`src/rtl/tmr_pkg.sv`:
```
package tmr_pkg;

    localparam int unsigned DEF_CNT_W  = 8;
    localparam int unsigned DEF_RATE_W = 3;

    typedef enum logic {
        TMR_STOP = 1'b0,
        TMR_RUN  = 1'b1
    } tmr_state_e;

    typedef enum logic [2:0] {
        ACT_IDLE        = 3'd0,
        ACT_LOAD        = 3'd1,
        ACT_STEP        = 3'd2,
        ACT_WRAP_ZERO   = 3'd3,
        ACT_WRAP_RELOAD = 3'd4
    } cnt_act_e;

endpackage

```
`src/rtl/tmr_ctrl_fsm.sv`:
```
module tmr_ctrl_fsm
    import tmr_pkg::*;
(
    input  logic clk,
    input  logic rst_n,
    input  logic cfg_we,
    input  logic cfg_run,
    output logic running
);

    tmr_state_e state_q;
    tmr_state_e state_d;

    always_ff @(posedge clk) begin
        if (!rst_n) begin
            state_q <= TMR_STOP;
        end else begin
            state_q <= state_d;
        end
    end

    // start: STOP -> RUN on a configuration write with the run bit set
    // halt:  RUN -> STOP on a configuration write with the run bit clear
    always_comb begin
        state_d = state_q;
        unique case (state_q)
            TMR_STOP: begin
                if (cfg_we && cfg_run) begin
                    state_d = TMR_RUN;
                end
            end
            TMR_RUN: begin
                if (cfg_we && !cfg_run) begin
                    state_d = TMR_STOP;
                end
            end
            default: state_d = TMR_STOP;
        endcase
    end

    always_comb begin
        unique case (state_q)
            TMR_RUN:  running = 1'b1;
            default:  running = 1'b0;
        endcase
    end

endmodule

```
`src/rtl/tmr_prescaler.sv`:
```
module tmr_prescaler #(
    parameter int unsigned RATE_W = 3
) (
    input  logic              clk,
    input  logic              rst_n,
    input  logic              running,
    input  logic [RATE_W-1:0] rate,
    output logic              tick
);

    localparam int unsigned NRATES = 1 << RATE_W;
    localparam int unsigned PRE_W  = NRATES;

    logic [PRE_W-1:0]  pre_q;
    logic [NRATES-1:0] tap;

    always_ff @(posedge clk) begin
        if (!rst_n) begin
            pre_q <= '0;
        end else if (!running) begin
            pre_q <= '0;
        end else begin
            pre_q <= pre_q + 1'b1;
        end
    end

    // Code g fires when the low (PRE_W - g) bits are all ones,
    // i.e. once every 2^(PRE_W - g) cycles.
    for (genvar g = 0; g < NRATES; g++) begin : g_tap
        assign tap[g] = &pre_q[PRE_W-1-g:0];
    end

    assign tick = running & tap[rate];

endmodule

```
`src/rtl/tmr_count_core.sv`:
```
module tmr_count_core
    import tmr_pkg::*;
#(
    parameter int unsigned CNT_W = 8
) (
    input  logic             clk,
    input  logic             rst_n,
    input  logic             tick,
    input  logic             autoreload,
    input  logic             wr_en,
    input  logic [CNT_W-1:0] wr_data,
    output logic [CNT_W-1:0] count,
    output logic [CNT_W-1:0] reload,
    output logic             wrap
);

    localparam logic [CNT_W-1:0] CNT_MAX = '1;

    logic [CNT_W-1:0] count_q;
    logic [CNT_W-1:0] reload_q;
    cnt_act_e         act;

    always_comb begin
        if (wr_en) begin
            act = ACT_LOAD;
        end else if (tick && (count_q == CNT_MAX)) begin
            act = autoreload ? ACT_WRAP_RELOAD : ACT_WRAP_ZERO;
        end else if (tick) begin
            act = ACT_STEP;
        end else begin
            act = ACT_IDLE;
        end
    end

    always_ff @(posedge clk) begin
        if (!rst_n) begin
            count_q  <= '0;
            reload_q <= '0;
        end else begin
            unique case (act)
                ACT_LOAD: begin
                    count_q  <= wr_data;
                    reload_q <= wr_data;
                end
                ACT_STEP:        count_q <= count_q + 1'b1;
                ACT_WRAP_ZERO:   count_q <= '0;
                ACT_WRAP_RELOAD: count_q <= reload_q;
                default:         count_q <= count_q;
            endcase
        end
    end

    assign wrap   = (act == ACT_WRAP_ZERO) || (act == ACT_WRAP_RELOAD);
    assign count  = count_q;
    assign reload = reload_q;

endmodule

```
`src/rtl/tmr_irq_flag.sv`:
```
module tmr_irq_flag (
    input  logic clk,
    input  logic rst_n,
    input  logic wrap,
    input  logic irq_en,
    input  logic clr,
    output logic flag
);

    logic flag_q;

    always_ff @(posedge clk) begin
        if (!rst_n) begin
            flag_q <= 1'b0;
        end else if (wrap && irq_en) begin
            flag_q <= 1'b1;
        end else if (clr) begin
            flag_q <= 1'b0;
        end
    end

    assign flag = flag_q;

endmodule

```
`src/rtl/tmr_reload_timer.sv`:
```
module tmr_reload_timer
    import tmr_pkg::*;
#(
    parameter int unsigned CNT_W  = DEF_CNT_W,
    parameter int unsigned RATE_W = DEF_RATE_W
) (
    input  logic              clk,
    input  logic              rst_n,
    input  logic              cfg_we,
    input  logic              cfg_run,
    input  logic [RATE_W-1:0] cfg_rate,
    input  logic              cfg_autoreload,
    input  logic              cfg_irq_en,
    input  logic              cnt_we,
    input  logic [CNT_W-1:0]  cnt_wdata,
    input  logic              flag_clr,
    output logic              run_o,
    output logic [RATE_W-1:0] rate_o,
    output logic              autoreload_o,
    output logic              irq_en_o,
    output logic [CNT_W-1:0]  count_o,
    output logic [CNT_W-1:0]  reload_o,
    output logic              irq_flag_o
);

    logic              running;
    logic              tick;
    logic              wrap;
    logic [RATE_W-1:0] rate_q;
    logic              autoreload_q;
    logic              irq_en_q;
    logic [CNT_W-1:0]  count_w;
    logic [CNT_W-1:0]  reload_w;
    logic              flag_w;

    always_ff @(posedge clk) begin
        if (!rst_n) begin
            rate_q       <= '0;
            autoreload_q <= 1'b0;
            irq_en_q     <= 1'b0;
        end else if (cfg_we) begin
            rate_q       <= cfg_rate;
            autoreload_q <= cfg_autoreload;
            irq_en_q     <= cfg_irq_en;
        end
    end

    tmr_ctrl_fsm u_fsm (
        .clk     (clk),
        .rst_n   (rst_n),
        .cfg_we  (cfg_we),
        .cfg_run (cfg_run),
        .running (running)
    );

    tmr_prescaler #(
        .RATE_W (RATE_W)
    ) u_pre (
        .clk     (clk),
        .rst_n   (rst_n),
        .running (running),
        .rate    (rate_q),
        .tick    (tick)
    );

    tmr_count_core #(
        .CNT_W (CNT_W)
    ) u_core (
        .clk        (clk),
        .rst_n      (rst_n),
        .tick       (tick),
        .autoreload (autoreload_q),
        .wr_en      (cnt_we),
        .wr_data    (cnt_wdata),
        .count      (count_w),
        .reload     (reload_w),
        .wrap       (wrap)
    );

    tmr_irq_flag u_flag (
        .clk    (clk),
        .rst_n  (rst_n),
        .wrap   (wrap),
        .irq_en (irq_en_q),
        .clr    (flag_clr),
        .flag   (flag_w)
    );

    assign run_o        = running;
    assign rate_o       = rate_q;
    assign autoreload_o = autoreload_q;
    assign irq_en_o     = irq_en_q;
    assign count_o      = count_w;
    assign reload_o     = reload_w;
    assign irq_flag_o   = flag_w;

endmodule

```
`config.mk`:
```
export PLATFORM = sky130hd
export DESIGN_NAME = tmr_reload_timer
export DESIGN_NICKNAME = d
export VERILOG_FILES = /design/src/rtl/tmr_pkg.sv /design/src/rtl/tmr_ctrl_fsm.sv /design/src/rtl/tmr_prescaler.sv /design/src/rtl/tmr_count_core.sv /design/src/rtl/tmr_irq_flag.sv /design/src/rtl/tmr_reload_timer.sv
export SDC_FILE = /design/constraint.sdc
export NUM_CORES = 1
export LEC_CHECK = 0
export BUFFER_PORTS_ARGS = -buffer_cell sky130_fd_sc_hd__buf_2
export CORE_ASPECT_RATIO = 0.75
export CORE_MARGIN = 4
export CORE_UTILIZATION = 35
export DETAILED_ROUTE_END_ITERATION = 8
export PLACE_DENSITY = 0.57
export SETUP_SLACK_MARGIN = 0.5
export SYNTH_ARGS = -nofsm -noshare
export SYNTH_HDL_FRONTEND = slang
export SYNTH_SLANG_ARGS = --single-unit
```
`constraint.sdc`:
```
create_clock -name clk -period 3.5 [get_ports clk]
set_input_delay 0.175 -clock clk [delete_from_list [all_inputs] [get_ports clk]]
set_output_delay 0.175 -clock clk [all_outputs]
set_load 0.05 [all_outputs]
```
==> results.cfg, run 1 <==
[die]
die-width_um = 83.5
core-area_um2 = 4080
io_pins = 42
die_area_um2 = 5400
core.rowCount = 20
start_util_pct = 36.7
die_h_um = 64.6

[sta]
fmaxAchievable_mhz = 481
tightestPinTransition_ps = 552
finalSetupTns_ps = 0
fin_crit_ps = 2080
hold_viol = 0
rsz0062_at_grt = false
skew_ps = 8.08
final.period_utilization_pct = 59.4
setup_viol = 0
relSlewSlack_pct = 63.0
slew_viol_final = 0

[setup_path]
cp-end-kind = flop
worst-endpoint-required_ps = 3680
path_max_fanout = 17
cp-start-kind = flop
cp.arrival_ps = 2260
worstPathCellList = ha_1 -> and3_1 -> ha_1 -> and3_1 -> o311a_4 -> a41o_1 -> a32o_1
r2r_slack_ps = 1420
slowest_delay_ps = 400
critPathKind = flop to flop
rr_worst_depth = 7
cp_slowest_cell = o311a_4
r2r-start = u_pre.pre_q[0]
r2r_end = u_core.count[4]

[global_route]
grt_pass1_vias = 1260
grt_use_total_pct = 14.9
grt_max_degree = 19
antenna_found_initial = 0
grt_pass1_wl_um = 6440
overflow = 0

[yosys]
ys_ff_latch = 31
yosysTopAreaCell = dfxtp_1
yosysUniqueCellTypes = 36
netlist_area_um2 = 1500
syn-instance-count = 168
syn_nets = 191
ys_warn_count = 0
avgSynthCellArea_um2 = 8.91
synth.area.top_cells = dfxtp_1 (41%), mux2i_1 (9.4%), nor2_1 (5.0%)
yosysTopAreaCellShare_pct = 41.5
ys_seq_area_share_pct = 41.5

[routing]
post_drt_via_cell_ratio = 5.18
wl_met1_um = 2010
wl_met2_um = 1420
highest_layer = met4
via_count = 1357
drt_iter0_drc = 142
antenna_left = 0
first_pass_iters = 4
avgRoutedWirePerCell_um = 14.2
wl_um = 3720
drc_errors = 0
met3WireLength_um = 236

[hold_path]
min_from = cnt_wdata[3]
min_path_cells = 2
whs_endpoint = u_core.count[3]
hold_path.class = input port to flop

[final_layout]
fill_cells = 425
areaGrowthSynthToFinish_pct = 20.2
mostFrequentLayoutCells = buf_2 (41), dfxtp_1 (31), nor2_1 (20)
fin_cells = 262
n_antenna_cell = 0
drive_above_1_share_pct = 25.6
nets = 231
layout_commonest_cell = buf_2

[power]
power.switching_w = 0.000231
power.share.combinational_pct = 16.4
ir_drop_mv = 0.228
power.internal_w = 0.000538
swShare_pct = 30.1
p_leak_nw = 0.826
clkPwrFrac_pct = 32.9
p_seq_share_pct = 50.7
p_per_area_nw_per_um2 = 428

[placed_design]
numPortBuffers = 41
place.gp.congestion = 0.808
place_hpwl_um = 2700
dp_cells = 256

[clock_tree]
clockBufferDepth = 2
cts_num_sinks = 31
clockRootBuffer = clkbuf_8
holdBufCountCts = 0
numCtsBuffers = 5
postCtsSetupBuffers = 0
cts_max_level = 2
cts-resized-gates = 0
cts_tree = yes
path_clk_slew_ps = 60
clock_latency_ps = 280

[flow_run]
max_cap_violations = 0

[run_status]
status = complete, no violations
-- metrics by stage --
step | total power, W | worst slack, ps | hold slack, ps | util, % | area, µm²
after global routing | 0.000810 | 1290 | 131 | 44.1 | 1800
after floorplan | 0.000486 | 1220 | 305 | - | 1500
final | 0.000769 | 1420 | 128 | 44.1 | 1800
after detailed placement | 0.000525 | 1430 | 418 | 42.3 | 1730
after CTS | 0.000778 | 1420 | 125 | 44.1 | 1800
after global placement | 0.000525 | 1460 | 411 | 42.3 | 1730
-- power by group through the flow --
stage | registers [W] | logic [W] | clock network, W
final | 0.000390 | 0.000126 | 0.000253
after global routing | 0.000394 | 0.000136 | 0.000281
after CTS | 0.000390 | 0.000127 | 0.000260
after detailed placement | 0.000398 | 0.000127 | 0
after global placement | 0.000398 | 0.000127 | 0
after floorplan | 0.000444 | 0.0000424 | 0
-- Yosys cell counts --
cell type / n
o221ai_1: 1
a221oi_2: 1
a21o_1: 2
buf_6: 2
buf_1: 1
a31o_2: 2
clkbuf_1: 5
or2_2: 1
nand3_1: 9
o311a_4: 1
clkinv_1: 1
nor2_1: 20
o21a_1: 1
mux2i_1: 14
a211oi_1: 2
dfxtp_1: 31
nor3_1: 1
inv_1: 3
a31oi_1: 4
a32o_1: 1
o21ai_0: 5
a41o_1: 1
xor2_1: 4
a21oi_1: 12
and2_1: 1
ha_1: 4
a31o_1: 2
a22oi_1: 1
and3_1: 7
nand4_1: 4
nand2_1: 16
nand2b_1: 2
and4_4: 2
o2111a_1: 1
o21ai_1: 1
a41oi_1: 2
-- kinds of logic after synthesis --
| family | count (synthesis) | synth area share, % |
|---|---|---|
| AND/OR/NAND/NOR | 63 | 20.1 |
| adder cells (fa/ha/maj) | 4 | 3.34 |
| AO/OA/AOI/OAI | 40 | 19.3 |
| XOR/XNOR | 4 | 2.34 |
| flip-flops | 31 | 41.5 |
| multiplexers | 14 | 9.36 |
| buffers and inverters | 12 | 4.01 |
-- how the worst max path moves through the flow --
stage	start	endpoint	slack, ps	cells past startpoint
after detailed placement	u_pre.pre_q[0]	u_core.count[4]	1430	7
final	u_pre.pre_q[0]	u_core.count[4]	1420	7
after CTS	u_pre.pre_q[0]	u_core.count[4]	1420	7
after floorplan	u_core.count[0]	u_core.count[5]	1220	7
after global routing	u_core.count[0]	u_core.count[5]	1290	6
after global placement	u_pre.pre_q[0]	u_core.count[4]	1460	7
-- final cells by class --
type	instances	area [µm²]	area share (%)
Clock buffer	6	72.6	4.04
Inverter	4	15.0	0.835
Multi-Input combinational cell	125	816	45.4
Sequential cell	31	621	34.5
Tap cell	55	68.8	3.83
Timing Repair Buffer	41	205	11.4
-- registers in the layout, summed over array words and instances (netlist names), named ones only --
signal,count
u_pre.pre_q,8
rate_o,3
u_flag.flag,1
autoreload_o,1
u_core.reload,8
irq_en_o,1
u_core.count,8
-- worst max-delay path: cells and delay by family, from the launching register on --
kind / cells / cell delay (ps)
AOI/OAI and AO/OA: 3 / 860
adders and majority gates: 2 / 410
DFF: 1 / 340
and+or+nand+nor: 2 / 360
-- routing by layer --
| layer | global-route usage, % | vias up |
|---|---|---|
| met3 | 4.83 | 7 |
| met1 | 22.3 | 622 |
| met5 | 0 | - |
| li1 | - | 688 |
| met2 | 19.8 | 40 |
| met4 | 5.02 | 0 |
Power figures use the tool's default switching activity.
==> inputs of run 2 (changes only) <==
Settings changed: ABC_AREA set to 1, PLACE_DENSITY 0.57 to 0.59.
Clock period 3.5 ns to 1.8 ns, I/O delays scaled along.
==> run 2 against run 1 <==
Critical path depth up 8. Sequential share of layout area down 3.4 points. Final cell count up 23%. First-iteration DRC count down 50%. Clock power up 120%. Largest cell class unchanged. Largest power group unchanged.
==> results.cfg, run 2 <==
[setup_path]
slowest_delay_ps = 330
crit_top_cell = nand2_1
worstPathCellList = ha_4 -> nand3_4 -> inv_2 -> ha_4 -> nand3b_1 -> nand2_1 -> nand2_1 -> nand2_2 -> nor2_4 -> nand2_4 -> inv_8 -> nand2_2 -> nand3_2 -> nand2_1 -> inv_1
path_max_fanout = 6
cp.arrival_ps = 1810
cp_slowest_cell = dfxtp_2
worst-endpoint-required_ps = 1980
cp-start-kind = flop
critPathKind = flop to flop
r2r_slack_ps = 170
cp-end-kind = flop

[routing]
via_count = 1516
drc_errors = 0
highest_layer = met4
drt_iter0_drc = 71
first_pass_iters = 4
wl_um = 3960
met3WireLength_um = 254
post_drt_via_cell_ratio = 4.69
antenna_left = 0
avgRoutedWirePerCell_um = 12.3
wl_met2_um = 1640
wl_met1_um = 2020

[die]
die-width_um = 85.1
core-area_um2 = 4180
start_util_pct = 37.3
die_h_um = 65.8
io_pins = 42
core.rowCount = 20
die_area_um2 = 5600

[yosys]
synth_flop_cell = dfxtp_1
synth.area.top_cells = dfxtp_1 (40%), nand2_1 (14%), inv_1 (6.3%)
synth_common_cells = nand2_1 (57), dfxtp_1 (31), inv_1 (26), a21oi_1 (19), nand3_1 (19)
yosysTopAreaCellShare_pct = 39.8
avgSynthCellArea_um2 = 7.09
syn_nets = 243
yosys.cell_count.top_type = nand2_1
syn-instance-count = 220
ys_seq_area_share_pct = 39.8
ys_warn_count = 0
ys_ff_latch = 31
netlist_area_um2 = 1560
yosysUniqueCellTypes = 32
async_flop_share_pct = 0
synth_edf_count = 0
yosysTopAreaCell = dfxtp_1

[global_route]
grt_pass1_vias = 1409
grt_pass1_wl_um = 6600
antenna_found_initial = 0
overflow = 0
grt_use_total_pct = 14.9
grt_max_degree = 15

[sta]
hold_viol = 0
setup_viol = 0
skew_ps = 5.74
tightestPinTransition_ps = 429
rsz0062_at_grt = true
relSlewSlack_pct = 71.3
fin_crit_ps = 1630
slew_viol_final = 0
finalSetupTns_ps = 0
fmaxAchievable_mhz = 615
final.period_utilization_pct = 90.4

[power]
p_leak_nw = 1.03
power.switching_w = 0.000475
power.share.combinational_pct = 17.3
p_per_area_nw_per_um2 = 765
ir_drop_mv = 0.327
swShare_pct = 30.1
clkPwrFrac_pct = 35.0
power.internal_w = 0.00110
p_seq_share_pct = 47.7

[final_layout]
areaGrowthSynthToFinish_pct = 32.2
multi_input_area_um2 = 905
mostFrequentLayoutCells = nand2_1 (51), buf_2 (41), inv_1 (24)
n_antenna_cell = 0
drive_above_1_share_pct = 37.3
fill_cells = 421
nets = 290
fin_cells = 323
layout_commonest_cell = nand2_1
regArea_um2 = 641

[placed_design]
dp_cells = 312
place.gp.congestion = 0.904
place_hpwl_um = 2930
numPortBuffers = 41

[clock_tree]
path_clk_slew_ps = 60
clock_latency_ps = 280
cts_num_sinks = 31
clockBufferDepth = 2
numCtsBuffers = 5
holdBufCountCts = 0
cts_tree = yes
clockRootBuffer = clkbuf_8
cts_max_level = 2

[hold_path]
hold_path.class = input port to flop

[run_status]
status = complete, no violations

[flow_run]
max_cap_violations = 0
==> run 2: path summary, 6_finish.rpt <==
kind | startpoint | to | cells past startpoint
hold / removal | cfg_irq_en | irq_en_o | 3
setup / recovery | u_pre.pre_q[1] | u_core.count[6] | 15
setup reg to reg | u_pre.pre_q[1] | u_core.count[6] | 15
hold reg to reg | u_core.reload[6] | u_core.reload[6] | 2
==> run 2: stage by stage <==
stage	hold slack (ps)	util (%)	total power [W]	instance area, µm²	setup slack [ps]
finish	43.6	49.3	0.00158	2060	173
global route	65.9	49.3	0.00165	2060	38.6
CTS	35.3	48.4	0.00159	2020	135
detailed placement	330	44.8	0.00103	1870	97.8
global placement	320	44.8	0.00103	1870	145
floorplan	221	-	0.000959	1620	197
==> run 2: power by group through the flow <==
stage,clock network [W],logic [W],registers [W]
2_1_floorplan,0,0.0000973,0.000862
4_1_cts,0.000566,0.000272,0.000751
3_3_place_gp,0,0.000266,0.000768
5_1_grt,0.000598,0.000298,0.000756
6_report,0.000552,0.000273,0.000752
3_5_place_dp,0,0.000266,0.000766
==> run 2: layout make-up <==
type | instances | share of cell area (%)
inverters | 30 | 5.83
clock buffers | 7 | 4.19
clock inverters | 1 | 0.243
multi-input cells | 154 | 43.9
flip-flops and latches | 31 | 31.1
repair buffers | 45 | 11.4
well taps | 55 | 3.34
==> run 2: metal layers <==
metal / GRT usage (%) / up-vias
li1: - / 796
met1: 21.7 / 673
met2: 20.5 / 42
met3: 4.23 / 5
met4: 5.34 / 0
met5: 0 / -
==> run 2: worst max-delay path, delay by kind of cell, from the launching register on <==
kind | cells | cell delay [ps]
buffers and inverters | 3 | 140
AND/OR/NAND/NOR | 10 | 750
flip-flops | 1 | 330
adder cells (fa/ha/maj) | 2 | 310
==> run 2: kinds of logic (layout without fill, tap and decap cells) <==
family	after synthesis	in the layout	share of synthesized area [%]
fa+ha+maj	4	4	3.21
flops	31	31	39.8
simple gates	111	111	33.7
buf+inv	35	83	8.91
compound gates	35	35	12.1
xor+xnor	4	4	2.25
==> run 2: repair_timing <==
action | 4_1_cts | 5_1_grt
hold endpoints to repair | 0 | 0
buffers inserted | 3 | 0
pin swaps | 4 | 3
gates resized for setup | 9 | 10
setup endpoints to repair | 10 | 10
==> inputs of run 3 (changes only) <==
Settings changed: SYNTH_HIERARCHICAL set to 1.
==> run 3 against run 2 <==
Synthesized area grew 4.6%. Count of clock-buffer cells in the layout stayed put. Critical path depth down 1. Wire length is 3.0% higher. The run now ends with setup timing left. Die area up 4.1%. Global-route usage barely moved. Utilization fell by 1.1 points. Critical path type unchanged. Clock power increased by 10%. Non-clock buffer count up 3. Sequential power barely moved. Sequential share of layout area down 2.0 points. First-iteration DRC count rose by 68%.
==> results.cfg, run 3 <==
[global_route]
grt_max_degree = 16
grt_pass1_wl_um = 6610
grt_use_total_pct = 14.9
overflow = 0
grt_pass1_vias = 1357
antenna_found_initial = 0

[final_layout]
mostFrequentLayoutCells = nand2_1 (59), buf_2 (41), inv_1 (31)
fill_cells = 468
layout_commonest_cell = nand2_1
nets = 309
multi_input_area_um2 = 951
drive_above_1_share_pct = 34.5
areaGrowthSynthToFinish_pct = 32.8
final_area_um2 = 2170
n_antenna_cell = 0
regArea_um2 = 631

[yosys]
ys_seq_area_share_pct = 38.1
yosysTopAreaCellShare_pct = 38.1
yosysUniqueCellTypes = 27
syn-instance-count = 233
synth_edf_count = 0
ys_warn_count = 6
yosys.cell_count.top_type = nand2_1
synth_flop_cell = dfxtp_1
syn_nets = 256
ys_ff_latch = 31
synth_common_cells = nand2_1 (63), inv_1 (34), dfxtp_1 (31), nand3_1 (23), nor2_1 (22)
synth.area.top_cells = dfxtp_1 (38%), nand2_1 (15%), inv_1 (7.8%)
async_flop_share_pct = 0
yosysTopAreaCell = dfxtp_1
avgSynthCellArea_um2 = 7.00
netlist_area_um2 = 1630

[sta]
fin_crit_ps = 1810
setup_viol = 3
final.period_utilization_pct = 100
rsz0062_at_grt = true
slew_viol_final = 0
hold_viol = 0
relSlewSlack_pct = 78.9
tightestPinTransition_ps = 315
setup_ws_ps = -8.67
fmaxAchievable_mhz = 553
skew_ps = 6.05

[power]
ir_drop_mv = 0.333
p_per_area_nw_per_um2 = 765
p_leak_nw = 1.06

[run_status]
status = complete, but fails checks
violations = setup timing

[hold_path]
hold_path.class = input port to flop

[routing]
avgRoutedWirePerCell_um = 11.9
drc_errors = 0
via_count = 1575
antenna_left = 0
drt_iter0_drc = 119
wl_um = 4080
first_pass_iters = 4
post_drt_via_cell_ratio = 4.58

[placed_design]
place.gp.congestion = 0.828
place_ws_ps = -24.1
place_hpwl_um = 3160
dpl-instance-area_um2 = 1980
numPortBuffers = 41

[die]
io_pins = 42
core-area_um2 = 4490
die_h_um = 67.1
die_area_um2 = 5830
die-width_um = 86.8
start_util_pct = 36.3
core.rowCount = 21

[clock_tree]
clockBufferDepth = 2
holdBufCountCts = 0
cts_max_level = 2
path_clk_slew_ps = 70
clock_latency_ps = 280
clockRootBuffer = clkbuf_8
cts_num_sinks = 31
cts_tree = yes
numCtsBuffers = 5

[setup_path]
cp-start-kind = flop
cp_slowest_cell = dfxtp_4
path_max_fanout = 4
critPathKind = flop to flop
critPathBufInv = 3
worstPathCellList = ha_4 -> ha_4 -> inv_2 -> a21oi_2 -> nand2_1 -> nand3_2 -> nand2_2 -> a21oi_4 -> nand2_4 -> inv_2 -> nand2_2 -> o21ai_1 -> inv_1 -> a21oi_1
slowest_delay_ps = 360
cp-end-kind = flop
crit_family = compound AO/OA/AOI/OAI gates
worst-endpoint-required_ps = 2000
cp.arrival_ps = 2010

[flow_run]
max_cap_violations = 0
[run 3: through the flow]
step | power (W) | TNS (ps) | instances | hold WS (ps) | util [%]
after floorplan | 0.000970 | 0 | 233 | 188 | -
after global placement | 0.00106 | -45.5 | 335 | 365 | 44.2
after detailed placement | 0.00106 | -36.6 | 335 | 372 | 44.2
after CTS | 0.00168 | 0 | 344 | 66.9 | 48.0
after global routing | 0.00173 | -1010 | 344 | 101 | 48.2
final | 0.00166 | -20.5 | 344 | 79.8 | 48.2
[run 3: worst paths after layout]
check                     to  slack (ps)  cells past startpoint            from
max          u_core/count[0]          -9                     14  u_pre/pre_q[0]
min reg2reg      u_flag/flag         490                      2     u_flag/flag
min              u_flag/flag          80                      4        flag_clr
max reg2reg  u_core/count[0]          -9                     14  u_pre/pre_q[0]
[run 3: layout make-up]
| class | instances | area share (%) |
|---|---|---|
| Sequential cell | 31 | 29.1 |
| Inverter | 39 | 6.99 |
| Timing Repair Buffer | 48 | 11.9 |
| Clock inverter | 1 | 0.347 |
| Tap cell | 57 | 3.29 |
| Multi-Input combinational cell | 161 | 43.9 |
| Clock buffer | 7 | 4.45 |
[run 3: repair_timing]
action                     in CTS  in global routing
buffers inserted                1                  0
pin swaps                       9                  1
gates resized for setup        13                  3
setup endpoints to repair       9                  9
[run 3: cell families after synthesis]
kind of cell	after synthesis	synth area share (%)
xor+xnor	2	1.07
fa+ha+maj	4	3.07
buf+inv	41	10.5
flops	31	38.1
simple gates	124	35.6
compound gates	31	11.7
[run 3: worst min-delay path, stage by stage]
cell	delay, ps
buf_2	70
inv_1	30
nand2_1	70
a21oi_2	50
[run 3: metal layers]
layer | vias to the layer above | GRT usage, % | wire length (µm)
met2 | 49 | 18.2 | 1560
met3 | 4 | 4.45 | 331
li1 | 848 | - | -
met5 | - | 0 | 0
met4 | 0 | 6.03 | 44
met1 | 674 | 23.0 | 2140
[run 3: where the power goes]
group | total (W) | switching, W | internal, W
Combinational | 0.000298 | 0.000211 | 0.0000862
Sequential | 0.000753 | 0.0000354 | 0.000718
Clock | 0.000607 | 0.000259 | 0.000347
Total | 0.00166 | 0.000506 | 0.00115
